### config.mk
export PLATFORM = sky130hd
export DESIGN_NAME = key_vault_regs
export DESIGN_NICKNAME = d
export VERILOG_FILES = /design/src/rtl/key_vault_pkg.sv /design/src/rtl/kv_access_check.sv /design/src/rtl/kv_policy_reg.sv /design/src/rtl/kv_key_store.sv /design/src/rtl/key_vault_regs.sv
export SDC_FILE = /design/constraint.sdc
export NUM_CORES = 1
export LEC_CHECK = 0
export ABC_CLOCK_PERIOD_IN_PS = 3050
export BUFFER_PORTS_ARGS = -buffer_cell sky130_fd_sc_hd__buf_2
export CAP_MARGIN = 20
export CORE_MARGIN = 5
export CORE_UTILIZATION = 35
export CTS_CLUSTER_DIAMETER = 100
export CTS_CLUSTER_SIZE = 12
export DETAILED_ROUTE_END_ITERATION = 10
export PLACE_DENSITY = 0.65
export SLEW_MARGIN = 20
export SYNTH_ARGS = -nofsm -noshare
export SYNTH_HDL_FRONTEND = slang
export SYNTH_HIERARCHICAL = 1
export SYNTH_SLANG_ARGS = --single-unit
### constraint.sdc
create_clock -name clk_i -period 3.05 [get_ports clk_i]
set_input_delay 0.61 -clock clk_i [delete_from_list [all_inputs] [get_ports clk_i]]
set_output_delay 0.61 -clock clk_i [all_outputs]
set_load 0.03 [all_outputs]
### src/rtl/key_vault_pkg.sv
package key_vault_pkg;
  typedef enum logic [1:0] {
    SEL_KEY  = 2'd0,
    SEL_RPOL = 2'd1,
    SEL_WPOL = 2'd2,
    SEL_NONE = 2'd3
  } sel_e;

  function automatic sel_e decode_sel(input int unsigned off, input int unsigned key_words);
    if (off < key_words)           return SEL_KEY;
    else if (off == key_words)     return SEL_RPOL;
    else if (off == key_words + 1) return SEL_WPOL;
    else                           return SEL_NONE;
  endfunction
endpackage

### src/rtl/kv_access_check.sv
module kv_access_check
  import key_vault_pkg::*;
#(
  parameter int unsigned AGENT_W = 5,
  parameter int unsigned POL_W   = 1 << AGENT_W
) (
  input  logic [POL_W-1:0]   rd_pol_i,
  input  logic [POL_W-1:0]   wr_pol_i,
  input  logic [AGENT_W-1:0] agent_i,
  input  sel_e               sel_i,
  input  logic               rd_i,
  input  logic               wr_i,
  output logic               rd_ok_o,
  output logic               wr_ok_o,
  output logic               deny_o
);
  logic rd_bit, wr_bit, rd_allow, wr_allow;

  assign rd_bit   = rd_pol_i[agent_i];
  assign wr_bit   = wr_pol_i[agent_i];
  // policies themselves are readable by all; key words need the fetch bit
  assign rd_allow = (sel_i == SEL_KEY) ? rd_bit : (sel_i != SEL_NONE);
  assign wr_allow = (sel_i != SEL_NONE) && wr_bit;

  assign wr_ok_o  = wr_i && wr_allow;
  assign rd_ok_o  = rd_i && !wr_i && rd_allow;
  assign deny_o   = wr_i ? !wr_allow : (rd_i && !rd_allow);

  always_comb begin
    AST_GRANT_EXCLUSIVE: assert ($onehot0({rd_ok_o, wr_ok_o}));
  end
endmodule

### src/rtl/kv_policy_reg.sv
module kv_policy_reg #(
  parameter int unsigned       W       = 32,
  parameter logic [W-1:0]      RST_VAL = '0
) (
  input  logic         clk_i,
  input  logic         rst_ni,
  input  logic         we_i,
  input  logic [W-1:0] wdata_i,
  output logic [W-1:0] pol_o
);
  always_ff @(posedge clk_i or negedge rst_ni) begin
    if (!rst_ni)   pol_o <= RST_VAL;
    else if (we_i) pol_o <= wdata_i;
  end
endmodule

### src/rtl/kv_key_store.sv
module kv_key_store #(
  parameter int unsigned DATA_W    = 32,
  parameter int unsigned KEY_WORDS = 4,
  localparam int unsigned KEY_W    = DATA_W * KEY_WORDS
) (
  input  logic                 clk_i,
  input  logic                 rst_ni,
  input  logic [KEY_WORDS-1:0] we_i,
  input  logic [DATA_W-1:0]    wdata_i,
  output logic [KEY_W-1:0]     key_o
);
  for (genvar k = 0; k < KEY_WORDS; k++) begin : g_word
    logic [DATA_W-1:0] word_q;
    always_ff @(posedge clk_i or negedge rst_ni) begin
      if (!rst_ni)      word_q <= '0;
      else if (we_i[k]) word_q <= wdata_i;
    end
    assign key_o[k*DATA_W +: DATA_W] = word_q;
  end

  always_comb begin
    AST_ONE_WORD_WE: assert ($onehot0(we_i));
  end
endmodule

### src/rtl/key_vault_regs.sv
module key_vault_regs
  import key_vault_pkg::*;
#(
  parameter int unsigned DATA_W     = 32,
  parameter int unsigned KEY_WORDS  = 4,
  parameter int unsigned AGENT_W    = 5,
  parameter int unsigned ADDR_W     = 3,
  parameter logic [31:0] RD_POL_RST = 32'h0000_0002,
  parameter logic [31:0] WR_POL_RST = 32'h0000_0004,
  localparam int unsigned KEY_W     = DATA_W * KEY_WORDS
) (
  input  logic               clk_i,
  input  logic               rst_ni,
  input  logic [ADDR_W-1:0]  addr_i,
  input  logic               rd_i,
  input  logic               wr_i,
  input  logic [DATA_W-1:0]  wdata_i,
  input  logic [AGENT_W-1:0] agent_i,
  output logic [DATA_W-1:0]  rdata_o,
  output logic               err_o,
  output logic [KEY_W-1:0]   key_o
);
  sel_e                 sel;
  logic                 rd_ok, wr_ok, deny;
  logic [DATA_W-1:0]    rd_pol, wr_pol, rd_mux;
  logic [KEY_WORDS-1:0] key_we;

  assign sel = decode_sel(int'(addr_i), KEY_WORDS);

  kv_access_check #(.AGENT_W(AGENT_W), .POL_W(DATA_W)) u_check (
    .rd_pol_i (rd_pol),
    .wr_pol_i (wr_pol),
    .agent_i  (agent_i),
    .sel_i    (sel),
    .rd_i     (rd_i),
    .wr_i     (wr_i),
    .rd_ok_o  (rd_ok),
    .wr_ok_o  (wr_ok),
    .deny_o   (deny)
  );

  kv_policy_reg #(.W(DATA_W), .RST_VAL(DATA_W'(RD_POL_RST))) u_rd_pol (
    .clk_i   (clk_i),
    .rst_ni  (rst_ni),
    .we_i    (wr_ok && sel == SEL_RPOL),
    .wdata_i (wdata_i),
    .pol_o   (rd_pol)
  );

  kv_policy_reg #(.W(DATA_W), .RST_VAL(DATA_W'(WR_POL_RST))) u_wr_pol (
    .clk_i   (clk_i),
    .rst_ni  (rst_ni),
    .we_i    (wr_ok && sel == SEL_WPOL),
    .wdata_i (wdata_i),
    .pol_o   (wr_pol)
  );

  for (genvar k = 0; k < KEY_WORDS; k++) begin : g_we
    assign key_we[k] = wr_ok && (sel == SEL_KEY) && (int'(addr_i) == k);
  end

  kv_key_store #(.DATA_W(DATA_W), .KEY_WORDS(KEY_WORDS)) u_store (
    .clk_i   (clk_i),
    .rst_ni  (rst_ni),
    .we_i    (key_we),
    .wdata_i (wdata_i),
    .key_o   (key_o)
  );

  always_comb begin
    rd_mux = '0;
    unique case (sel)
      SEL_RPOL: rd_mux = rd_pol;
      SEL_WPOL: rd_mux = wr_pol;
      SEL_KEY: begin
        for (int k = 0; k < KEY_WORDS; k++)
          if (int'(addr_i) == k) rd_mux = key_o[k*DATA_W +: DATA_W];
      end
      default: rd_mux = '0;
    endcase
  end

  always_ff @(posedge clk_i or negedge rst_ni) begin
    if (!rst_ni) begin
      rdata_o <= '0;
      err_o   <= 1'b0;
    end else begin
      rdata_o <= rd_ok ? rd_mux : '0;
      err_o   <= deny;
    end
  end

  AST_ERR_NO_DATA: assert property (@(posedge clk_i) disable iff (!rst_ni)
    err_o |-> rdata_o == '0);
  AST_DENIED_WR_HOLDS: assert property (@(posedge clk_i) disable iff (!rst_ni)
    (wr_i && !wr_ok) |=> ($stable(key_o) && $stable(rd_pol) && $stable(wr_pol) && err_o));
  AST_DENIED_RD_ERR: assert property (@(posedge clk_i) disable iff (!rst_ni)
    (rd_i && !wr_i && !rd_ok) |=> (err_o && rdata_o == '0));
  AST_IDLE_QUIET: assert property (@(posedge clk_i) disable iff (!rst_ni)
    (!rd_i && !wr_i) |=> (!err_o && rdata_o == '0));
  AST_WR_NO_DATA: assert property (@(posedge clk_i) disable iff (!rst_ni)
    wr_i |=> rdata_o == '0);
  AST_UNMAPPED_ERR: assert property (@(posedge clk_i) disable iff (!rst_ni)
    ((rd_i || wr_i) && sel == SEL_NONE) |=> (err_o && $stable(key_o)));
endmodule

==> results of run 1 <==
==> metal layers <==
metal,up-vias,routed length (um)
li1,2947,-
met1,3448,13710
met2,191,13960
met3,40,1765
met4,6,691
met5,-,41
==> worst max-delay path: cells and delay by family (launching register included) <==
family	cells	cell delay, ns
buffers and inverters	1	0.20
AO/OA/AOI/OAI	1	0.30
AND/OR/NAND/NOR	3	0.51
flip-flops	1	0.41
multiplexers	3	1.14
==> power groups by stage <==
stage | sequential, mW | combinational [mW] | clock, mW
after detailed placement | 4.77 | 4.37 | 0
after floorplan | 5.77 | 1.98 | 0
final | 4.74 | 4.33 | 2.45
after global placement | 4.75 | 4.31 | 0
after global routing | 4.88 | 4.56 | 2.65
after CTS | 4.74 | 4.38 | 2.55
==> worst paths after layout <==
kind	startpoint	end	slack, ns
worst min-delay path	rst_ni	u_store/g_word[0].word_q[6]$_DFFE_PN0P_	0.12
max in group asynchronous	rst_ni	u_wr_pol/pol_o[2]$_DFFE_PN1P_	2.15
min in group clk_i	wdata_i[3]	u_store/g_word[3].word_q[3]$_DFFE_PN0P_	0.41
worst max-delay path	u_wr_pol/pol_o[4]$_DFFE_PN0P_	u_store/g_word[1].word_q[17]$_DFFE_PN0P_	0.36
worst max register to register	u_wr_pol/pol_o[4]$_DFFE_PN0P_	u_store/g_word[1].word_q[17]$_DFFE_PN0P_	0.36
worst min register to register	u_store/g_word[0].word_q[31]$_DFFE_PN0P_	u_store/g_word[0].word_q[31]$_DFFE_PN0P_	0.53
==> registers in the layout, indices dropped and copies added, names as in the netlist <==
name / flops
u_store/g_word.word_q: 128
u_wr_pol/pol_o: 32
u_rd_pol/pol_o: 32
rdata_o: 32
err_o: 1
==> synthesized netlist by cell type, drive strengths merged <==
master  instances
a211o           8
a21boi          1
a21oi          25
a221o           1
a221oi          1
a31oi           1
and2            1
and4            1
buf            40
clkbuf         10
dfrtp         223
dfstp           2
inv            26
mux2          194
mux2i          50
mux4           38
nand2           6
nand2b          3
nand3           2
nand3b          3
nor2           15
nor3            3
nor4            1
nor4b           1
o211ai          1
o21a            1
o22ai          24
o311a           1
==> metrics by stage <==
| stage | hold WS (ns) | TNS, ns | utilization [%] |
|---|---|---|---|
| global placement | 0.5121 | 0 | 40.05 |
| floorplan | 0.3144 | 0 | - |
| finish | 0.1236 | 0 | 41.97 |
| CTS | 0.1247 | 0 | 41.97 |
| global route | 0.1768 | 0 | 41.97 |
| detailed placement | 0.5172 | -0.3189 | 40.05 |
==> cell type report <==
cell class                 instances  area share (%)
sequential                       225           42.43
timing repair buffer             245           11.70
clock buffer                      31           4.401
clock inverter                     2          0.1602
inverter                          26          0.7539
multi-input combinational        382           36.76
tap                              402           3.789
==> logic make-up (layout without fill, tap and decap cells) <==
group           after synthesis  in the layout  synth area share [%]
compound gates               64             64                 3.644
buf+inv                      76            304                 6.709
flops                       225            225                 50.17
mux                         282            282                 37.82
simple gates                 36             36                 1.650
==> flow_summary.toml, run 1 <==
[run_status]
status = "completed"

[worst_setup_path]
crit_fanout = 25
max_stage_delay_ns = 0.50
worstPathArrival_ns = 3.08
start_kind = "flop"
crit_chain = "mux4_1 -> mux2_2 -> o311a_1 -> and4_4 -> nand2_1 -> nor3_2 -> buf_12 -> mux2_4"
worst_r2r_path_depth = 8
crit_path_end_kind = "flop"
worstPathRequired_ns = 3.45
worstSetupPathType = "flop to flop"
critPathSlowestCell = "mux4_1"

[cts]
ctsResizeCount = 0
cts_sinks = 225
htree_levels = 1
cts-root-buf = "clkbuf_16"
postCtsSetupBuffers = 0
numCtsBuffers = 22
insertion_delay_ns = 0.52
clock_path_buffers = 3
cts_hold_buf = 0
cts_tree = "built"
clk_pin_slew_worst_paths_ns = 0.07

[route]
drtAntennaViolNets = 0
drc = 0
vias_per_cell = 5.051
vias = 6632
wl_per_cell_um = 22.98
firstDrtPassIters = 4
drt_iter0_drc = 290
wl_mm = 30.17

[timing]
period_minus_slack_ns = 2.686
worst_slack_ns = 0.3644
hold_viol = 0
fmax_mhz = 372.4
fin_skew_ns = 0.01371
min_period_over_period_pct = 88.05
relSlewSlack_pct = 50.25
setup_viol = 0
worst_slew_pin_slew_ns = 0.7462
slew_violations = 0
grt_setup_unrepaired = "no"

[power]
power_density_mw_per_mm2 = 867.3
vdd_drop_max_mv = 0.5289
p_total_mw = 11.51
seqPwrFrac_pct = 41.1
p_int_mw = 7.298
clkPwrFrac_pct = 21.3
p_leak_nw = 6.425
sw_frac_of_total_pct = 36.62
combPwrFrac_pct = 37.6
p_sw_mw = 4.216

[global_route]
gr-total-overflow = 0
grt_max_degree = 92
use_met2_pct = 26.63
use_met1_pct = 23.59
grt_pass1_vias = 7173
top_usage_layer = "met2"
met3_usage_pct = 3.060
grtUsageTotal_pct = 16.62
grt_pass1_wl_mm = 46.36
antenna_found_initial = 3

[floorplanning]
die_area_mm2 = 0.03576
fp.dieH_um = 189.1
die_x_um = 189.1
core_area_mm2 = 0.03164
start_util_pct = 35.49
num_rows = 65
ios = 205

[cells_and_area]
area_growth_pct = 18.25
final_common_cell = "dfrtp_1"
drive_gt1_share_pct = 55.65
register_area_mm2 = 0.005633
fill_cells = 2934
fin_area_mm2 = 0.01328
fin_nets = 946
multiInputGateArea_mm2 = 0.004881
final_cells = 1313
layout_common_cells = "dfrtp_1 (223), buf_2 (202), mux2_4 (180), mux2i_1 (50), mux4_2 (30)"
diodes = 0

[placement]
placed_area_mm2 = 0.01267
dp_slack_ns = -0.02109
place_hpwl_mm = 21.47
place_congestion = 0.8043
portBuffers = 204
dp_cells = 1280

[logic_synthesis]
synth_top_area_share_pct = 49.70
synth_fp_nets = 727
avgSynthCellArea_um2 = 16.44
synth_top_cell_by_area = "dfrtp_1"
yosys_warnings = 6
ys_ff_latch = 225
synth_cells = 683
yosysSeqAreaShare_pct = 50.17
synth_cell_types = 40
syn-cell-area_mm2 = 0.01123
synth.area.top_cells = "dfrtp_1 (50%), mux2_4 (24%), mux4_2 (6.0%)"

[flow_run]
maxCapViolCount = 0

[min_path]
hp-class = "input pin to async pin"
Power figures use the tool's default switching activity.
==> run 2, diff against run 1 <==
--- a/config.mk
+++ b/config.mk
@@ -17,5 +17,4 @@
 export SLEW_MARGIN = 20
 export SYNTH_ARGS = -nofsm -noshare
 export SYNTH_HDL_FRONTEND = slang
-export SYNTH_HIERARCHICAL = 1
 export SYNTH_SLANG_ARGS = --single-unit
==> flow_summary.toml, run 2 <==
[worst_setup_path]
max_stage_delay_ns = 0.48
crit_path_end_kind = "flop"
endpoint = "u_store.g_word[3].word_q[0]$_DFFE_PN0P_"
start_kind = "flop"
critPathSlowestCell = "mux4_2"
worstSetupPathType = "flop to flop"
crit_fanout = 16
cp-startpoint = "u_wr_pol.pol_o[15]$_DFFE_PN0P_"
worstPathArrival_ns = 2.94
worst_r2r_path_depth = 7
r2r-start = "u_wr_pol.pol_o[15]$_DFFE_PN0P_"
reg2reg_to = "u_store.g_word[3].word_q[0]$_DFFE_PN0P_"
cpMostUsedCell = "mux2_2"
crit_chain = "mux4_2 -> mux2_2 -> or3_1 -> buf_4 -> nand4_4 -> buf_12 -> mux2_2"
worstPathRequired_ns = 3.44
reg2reg_setup_slack_ns = 0.49

[cells_and_area]
fin_nets = 995
final_cells = 1361
utilization_pct = 43.03
fill_cells = 2841
layout_common_cells = "dfrtp_1 (223), buf_2 (202), mux2_4 (180), mux2i_1 (50), mux4_2 (42)"
top_register = "u_store.g_word.word_q"
multiInputGateArea_mm2 = 0.005157
largest_reg_flops = 128
area_growth_pct = 20.89
register_area_mm2 = 0.005633
fin_area_mm2 = 0.01361
final_common_cell = "dfrtp_1"
drive_gt1_share_pct = 54.07

[logic_synthesis]
synth.most_common_cell = "dfrtp_1"
avgSynthCellArea_um2 = 15.32
synth_top_area_share_pct = 49.56
synth_cells = 735
synth.area.top_cells = "dfrtp_1 (50%), mux2_4 (24%), mux4_2 (8.4%)"
synth_fp_nets = 779
syn-cell-area_mm2 = 0.01126
async_flop_share_pct = 100.0
synth_edf_count = 0
synth_cell_types = 35
ys.flop_type = "dfrtp_1"
yosys_warnings = 0
yosysSeqAreaShare_pct = 50.02
ys_ff_latch = 225
synth_top_cell_by_area = "dfrtp_1"
synth.top_cells.by_count = "dfrtp_1 (223), mux2_4 (180), mux2i_1 (50)"

[power]
vdd_drop_max_mv = 0.4468
p_int_mw = 7.046
combPwrFrac_pct = 36.1
p_total_mw = 10.90
sw_frac_of_total_pct = 35.35
power_density_mw_per_mm2 = 800.6
p_sw_mw = 3.853
seqPwrFrac_pct = 41.0
clkPwrFrac_pct = 22.9
p_leak_nw = 7.091

[timing]
period_minus_slack_ns = 2.555
relSlewSlack_pct = 41.81
min_period_over_period_pct = 83.78
slew_violations = 0
fmax_mhz = 391.3
hold_viol = 0
grt_setup_unrepaired = "no"
fin_skew_ns = 0.009642
worst_slew_pin_slew_ns = 0.8709
tns_ns = 0
setup_viol = 0

[cts]
insertion_delay_ns = 0.51
clock_path_buffers = 3
clk_pin_slew_worst_paths_ns = 0.06
postCtsSetupBuffers = 0
cts-root-buf = "clkbuf_16"
ctsResizeCount = 0
cts_hold_buf = 0
numCtsBuffers = 22
cts_tree = "built"
htree_levels = 1
cts_sinks = 225

[global_route]
grt_max_degree = 93
grtUsageTotal_pct = 16.07
grt_pass1_wl_mm = 45.73
gr-total-overflow = 0
grt_pass1_vias = 7406
antenna_found_initial = 0

[floorplanning]
die_x_um = 189.4
ios = 205
core_area_mm2 = 0.03164
die_area_mm2 = 0.03586
num_rows = 65
start_util_pct = 35.59
fp.dieH_um = 189.4

[route]
wl_per_cell_um = 21.70
drtAntennaViolNets = 0
vias = 6937
vias_per_cell = 5.097
drc = 0
drt_iter0_drc = 396
firstDrtPassIters = 6
wl_mm = 29.53

[placement]
dp_cells = 1329
place_congestion = 0.8156
portBuffers = 204
place_hpwl_mm = 21.20
placed_area_mm2 = 0.01300

[flow_run]
maxCapViolCount = 0

[run_status]
status = "completed"

[min_path]
hp-class = "input pin to async pin"
==> run 2: layout make-up <==
| type | instances | area share (%) |
|---|---|---|
| tap | 402 | 3.695 |
| antenna | 1 | 0.01838 |
| sequential | 225 | 41.38 |
| inverter | 34 | 0.9375 |
| clock buffer | 31 | 4.522 |
| timing repair buffer | 246 | 11.56 |
| multi-input combinational | 422 | 37.89 |
==> run 2: worst min-delay path by stage <==
stage,from,to
floorplan,rst_ni,err_o$_DFF_PN0_
global placement,u_store.g_word[1].word_q[31]$_DFFE_PN0P_,u_store.g_word[1].word_q[31]$_DFFE_PN0P_
global route,rst_ni,u_store.g_word[2].word_q[30]$_DFFE_PN0P_
CTS,rst_ni,u_store.g_word[0].word_q[25]$_DFFE_PN0P_
finish,rst_ni,u_store.g_word[2].word_q[30]$_DFFE_PN0P_
detailed placement,u_store.g_word[2].word_q[15]$_DFFE_PN0P_,u_store.g_word[2].word_q[15]$_DFFE_PN0P_
==> run 2: cells by family after synthesis <==
kind of cell,share of synthesized area (%)
muxes,38.24
DFF,50.02
buffers and inverters,4.267
AOI/OAI and AO/OA,4.078
and+or+nand+nor,3.389
==> run 2: per-stage QoR <==
| stage | setup WS, ns | hold WS, ns |
|---|---|---|
| 5_1_grt | 0.4169 | 0.1893 |
| 6_report | 0.4946 | 0.1302 |
| 4_1_cts | 0.4874 | 0.1489 |
| 2_1_floorplan | 0.2259 | 0.3144 |
| 3_5_place_dp | 0.08166 | 0.5170 |
| 3_3_place_gp | 0.1068 | 0.5101 |
==> run 2: critical path, delay by kind of cell, from the launching register on <==
kind | cells | cell delay, ns
multiplexers | 3 | 1.11
AND/OR/NAND/NOR | 2 | 0.47
buffers and inverters | 2 | 0.42
flip-flops | 1 | 0.40
==> run 2: power by group through the flow <==
stage / Combinational [mW] / Clock [mW] / Sequential (mW)
CTS: 3.98 / 2.57 / 4.47
detailed placement: 3.97 / 0 / 4.51
finish: 3.93 / 2.49 / 4.47
global route: 4.16 / 2.67 / 4.58
floorplan: 1.85 / 0 / 5.38
global placement: 3.92 / 0 / 4.49
==> run 2: metal layers <==
layer  vias to the layer above  routed length [um]  track usage [%]
li1                       3113                   -                -
met1                      3598               13780            22.93
met2                       186               13810            26.09
met3                        40                1259            2.563
met4                         0                 678            3.450
met5                         -                   0                0
==> run 3, diff against run 2 <==
--- a/config.mk
+++ b/config.mk
@@ -5,7 +5,7 @@
 export SDC_FILE = /design/constraint.sdc
 export NUM_CORES = 1
 export LEC_CHECK = 0
-export ABC_CLOCK_PERIOD_IN_PS = 3050
+export ABC_CLOCK_PERIOD_IN_PS = 2400
 export BUFFER_PORTS_ARGS = -buffer_cell sky130_fd_sc_hd__buf_2
 export CAP_MARGIN = 20
 export CORE_MARGIN = 5
==> constraint.sdc (replaced) <==
create_clock -name clk_i -period 2.4 [get_ports clk_i]
set_input_delay 0.48 -clock clk_i [delete_from_list [all_inputs] [get_ports clk_i]]
set_output_delay 0.48 -clock clk_i [all_outputs]
set_load 0.03 [all_outputs]
==> flow_summary.toml, run 3 (synthesis results as in run 2) <==
[run_status]
status = "finished, violations left"
violations = "setup timing"

[timing]
min_period_over_period_pct = 100.8
period_minus_slack_ns = 2.418
setup_viol = 22
fin_skew_ns = 0.01234
hold_viol = 0
slew_violations = 0
grt_setup_unrepaired = "yes"
relSlewSlack_pct = 63.51
fmax_mhz = 413.5
worst_slew_pin_slew_ns = 0.5473
whs_ns = 0.2832
worst_slack_ns = -0.01810

[cells_and_area]
fin_nets = 1016
final_common_cell = "dfrtp_1"
register_area_mm2 = 0.005633
area_growth_pct = 24.71
largest_reg_flops = 128
drive_gt1_share_pct = 55.06
fill_cells = 2799
multiInputGateArea_mm2 = 0.005207
layout_common_cells = "dfrtp_1 (223), buf_2 (202), mux2_4 (192), mux2i_1 (50), mux4_2 (42)"
utilization_pct = 44.39
final_cells = 1382
top_register = "u_store.g_word.word_q"

[route]
drt_iter0_drc = 332
drtAntennaViolNets = 0
drc = 0
vias = 7075
wl_per_cell_um = 22.32
vias_per_cell = 5.119
firstDrtPassIters = 4
wl_mm = 30.85

[cts]
htree_levels = 1
cts-root-buf = "clkbuf_16"
cts_tree = "built"
numCtsBuffers = 22
clock_path_buffers = 3
insertion_delay_ns = 0.50
clk_pin_slew_worst_paths_ns = 0.06
cts_sinks = 225

[global_route]
grt_pass1_vias = 7641
grtUsageTotal_pct = 16.80
gr-total-overflow = 0
antenna_found_initial = 0
grt_max_degree = 74
grt_pass1_wl_mm = 47.64

[worst_setup_path]
worstPathArrival_ns = 2.80
endpoint = "u_wr_pol.pol_o[16]$_DFFE_PN0P_"
reg2reg_to = "u_wr_pol.pol_o[16]$_DFFE_PN0P_"
cpMostUsedCell = "mux2_4"
worstSetupPathType = "flop to flop"
critPathSlowestCell = "mux4_2"
max_stage_delay_ns = 0.46
crit_chain = "mux4_2 -> mux2_4 -> or3_4 -> nand4_4 -> bufbuf_16 -> mux2_4"
start_kind = "flop"
worst_r2r_path_depth = 6
crit_path_end_kind = "flop"
r2r-start = "u_wr_pol.pol_o[14]$_DFFE_PN0P_"
reg2reg_setup_slack_ns = -0.02
crit_fanout = 7
worstPathRequired_ns = 2.78
cp-startpoint = "u_wr_pol.pol_o[14]$_DFFE_PN0P_"

[floorplanning]
num_rows = 65
core_area_mm2 = 0.03164
ios = 205
fp.dieH_um = 189.4
start_util_pct = 35.59
die_x_um = 189.4
die_area_mm2 = 0.03586

[power]
p_leak_nw = 7.358
power_density_mw_per_mm2 = 997.1
vdd_drop_max_mv = 0.5447

[placement]
place_congestion = 0.7945
portBuffers = 204
dp_cells = 1340
place_hpwl_mm = 21.97

[flow_run]
maxCapViolCount = 0

[min_path]
hp-class = "input pin to flop"
==> run 3: changes by cell type in the layout (fill, tap and decap cells not counted) <==
cell | previous run | this run
buf_12 | 18 | 28
buf_4 | 25 | 26
buf_6 | 0 | 3
buf_8 | 1 | 3
bufbuf_16 | 0 | 1
clkbuf_16 | 23 | 26
clkbuf_8 | 1 | 0
clkinv_2 | 0 | 1
dlygate4sd3_1 | 0 | 1
mux2_2 | 14 | 2
mux2_4 | 180 | 192
or3_1 | 1 | 0
or3_4 | 0 | 1
==> run 3: metal layers <==
metal	track usage [%]	up-vias	wire length, um
li1	-	3156	-
met5	0	-	0
met1	23.70	3677	13930
met2	27.52	198	14820
met4	3.645	0	621
met3	2.729	44	1478
==> run 3: where the power goes <==
| part | total, mW | internal (mW) | switching [mW] |
|---|---|---|---|
| clock | 3.14 | 1.73 | 1.41 |
| sequential | 5.69 | 4.81 | 0.879 |
| combinational | 5.17 | 2.50 | 2.67 |
==> run 3: cell type report <==
| type | instances | area share [%] |
|---|---|---|
| Clock inverter | 1 | 0.03564 |
| Inverter | 34 | 0.9088 |
| Tap cell | 402 | 3.582 |
| Antenna cell | 1 | 0.01782 |
| Multi-Input combinational cell | 422 | 37.08 |
| Timing Repair Buffer | 267 | 13.98 |
| Sequential cell | 225 | 40.11 |
| Clock buffer | 30 | 4.285 |
==> run 3: worst min-delay path by stage <==
stage               slack (ns)  cells past startpoint                                  endpoint         from
finish                    0.28                      3                           err_o$_DFF_PN0_         rd_i
detailed placement        0.36                      1  u_store.g_word[2].word_q[28]$_DFFE_PN0P_       rst_ni
global route              0.30                      2  u_store.g_word[0].word_q[31]$_DFFE_PN0P_  wdata_i[31]
global placement          0.36                      1  u_store.g_word[2].word_q[28]$_DFFE_PN0P_       rst_ni
CTS                       0.27                      3                           err_o$_DFF_PN0_         rd_i
floorplan                 0.18                      0                           err_o$_DFF_PN0_       rst_ni
==> run 3: critical path: cells and delay by family (launching register included) <==
family,cells,cell delay [ns]
multiplexers,3,1.02
flip-flops,1,0.41
AND/OR/NAND/NOR,2,0.58
buffers and inverters,1,0.29
==> run 3: through the flow <==
stage / setup WS (ns) / area (um2) / TNS [ns] / power, mW
2_1_floorplan: -0.1161 / 11290 / -20.60 / 9.200
3_3_place_gp: -0.3489 / 13180 / -62.63 / 10.75
3_5_place_dp: -0.3571 / 13180 / -63.01 / 10.87
4_1_cts: -0.03140 / 13940 / -0.3397 / 14.14
5_1_grt: -0.05171 / 14040 / -2.669 / 14.69
6_report: -0.01810 / 14040 / -0.2136 / 14.00
==> run 3: what timing repair did <==
action	4_1_cts	5_1_grt
cloned	1	3
setup buffers	6	0
endpoints found under the setup margin	191	188
pin swaps	3	3
hold buffers	1	0
resized for setup	11	10
endpoints found under the hold margin	25	0
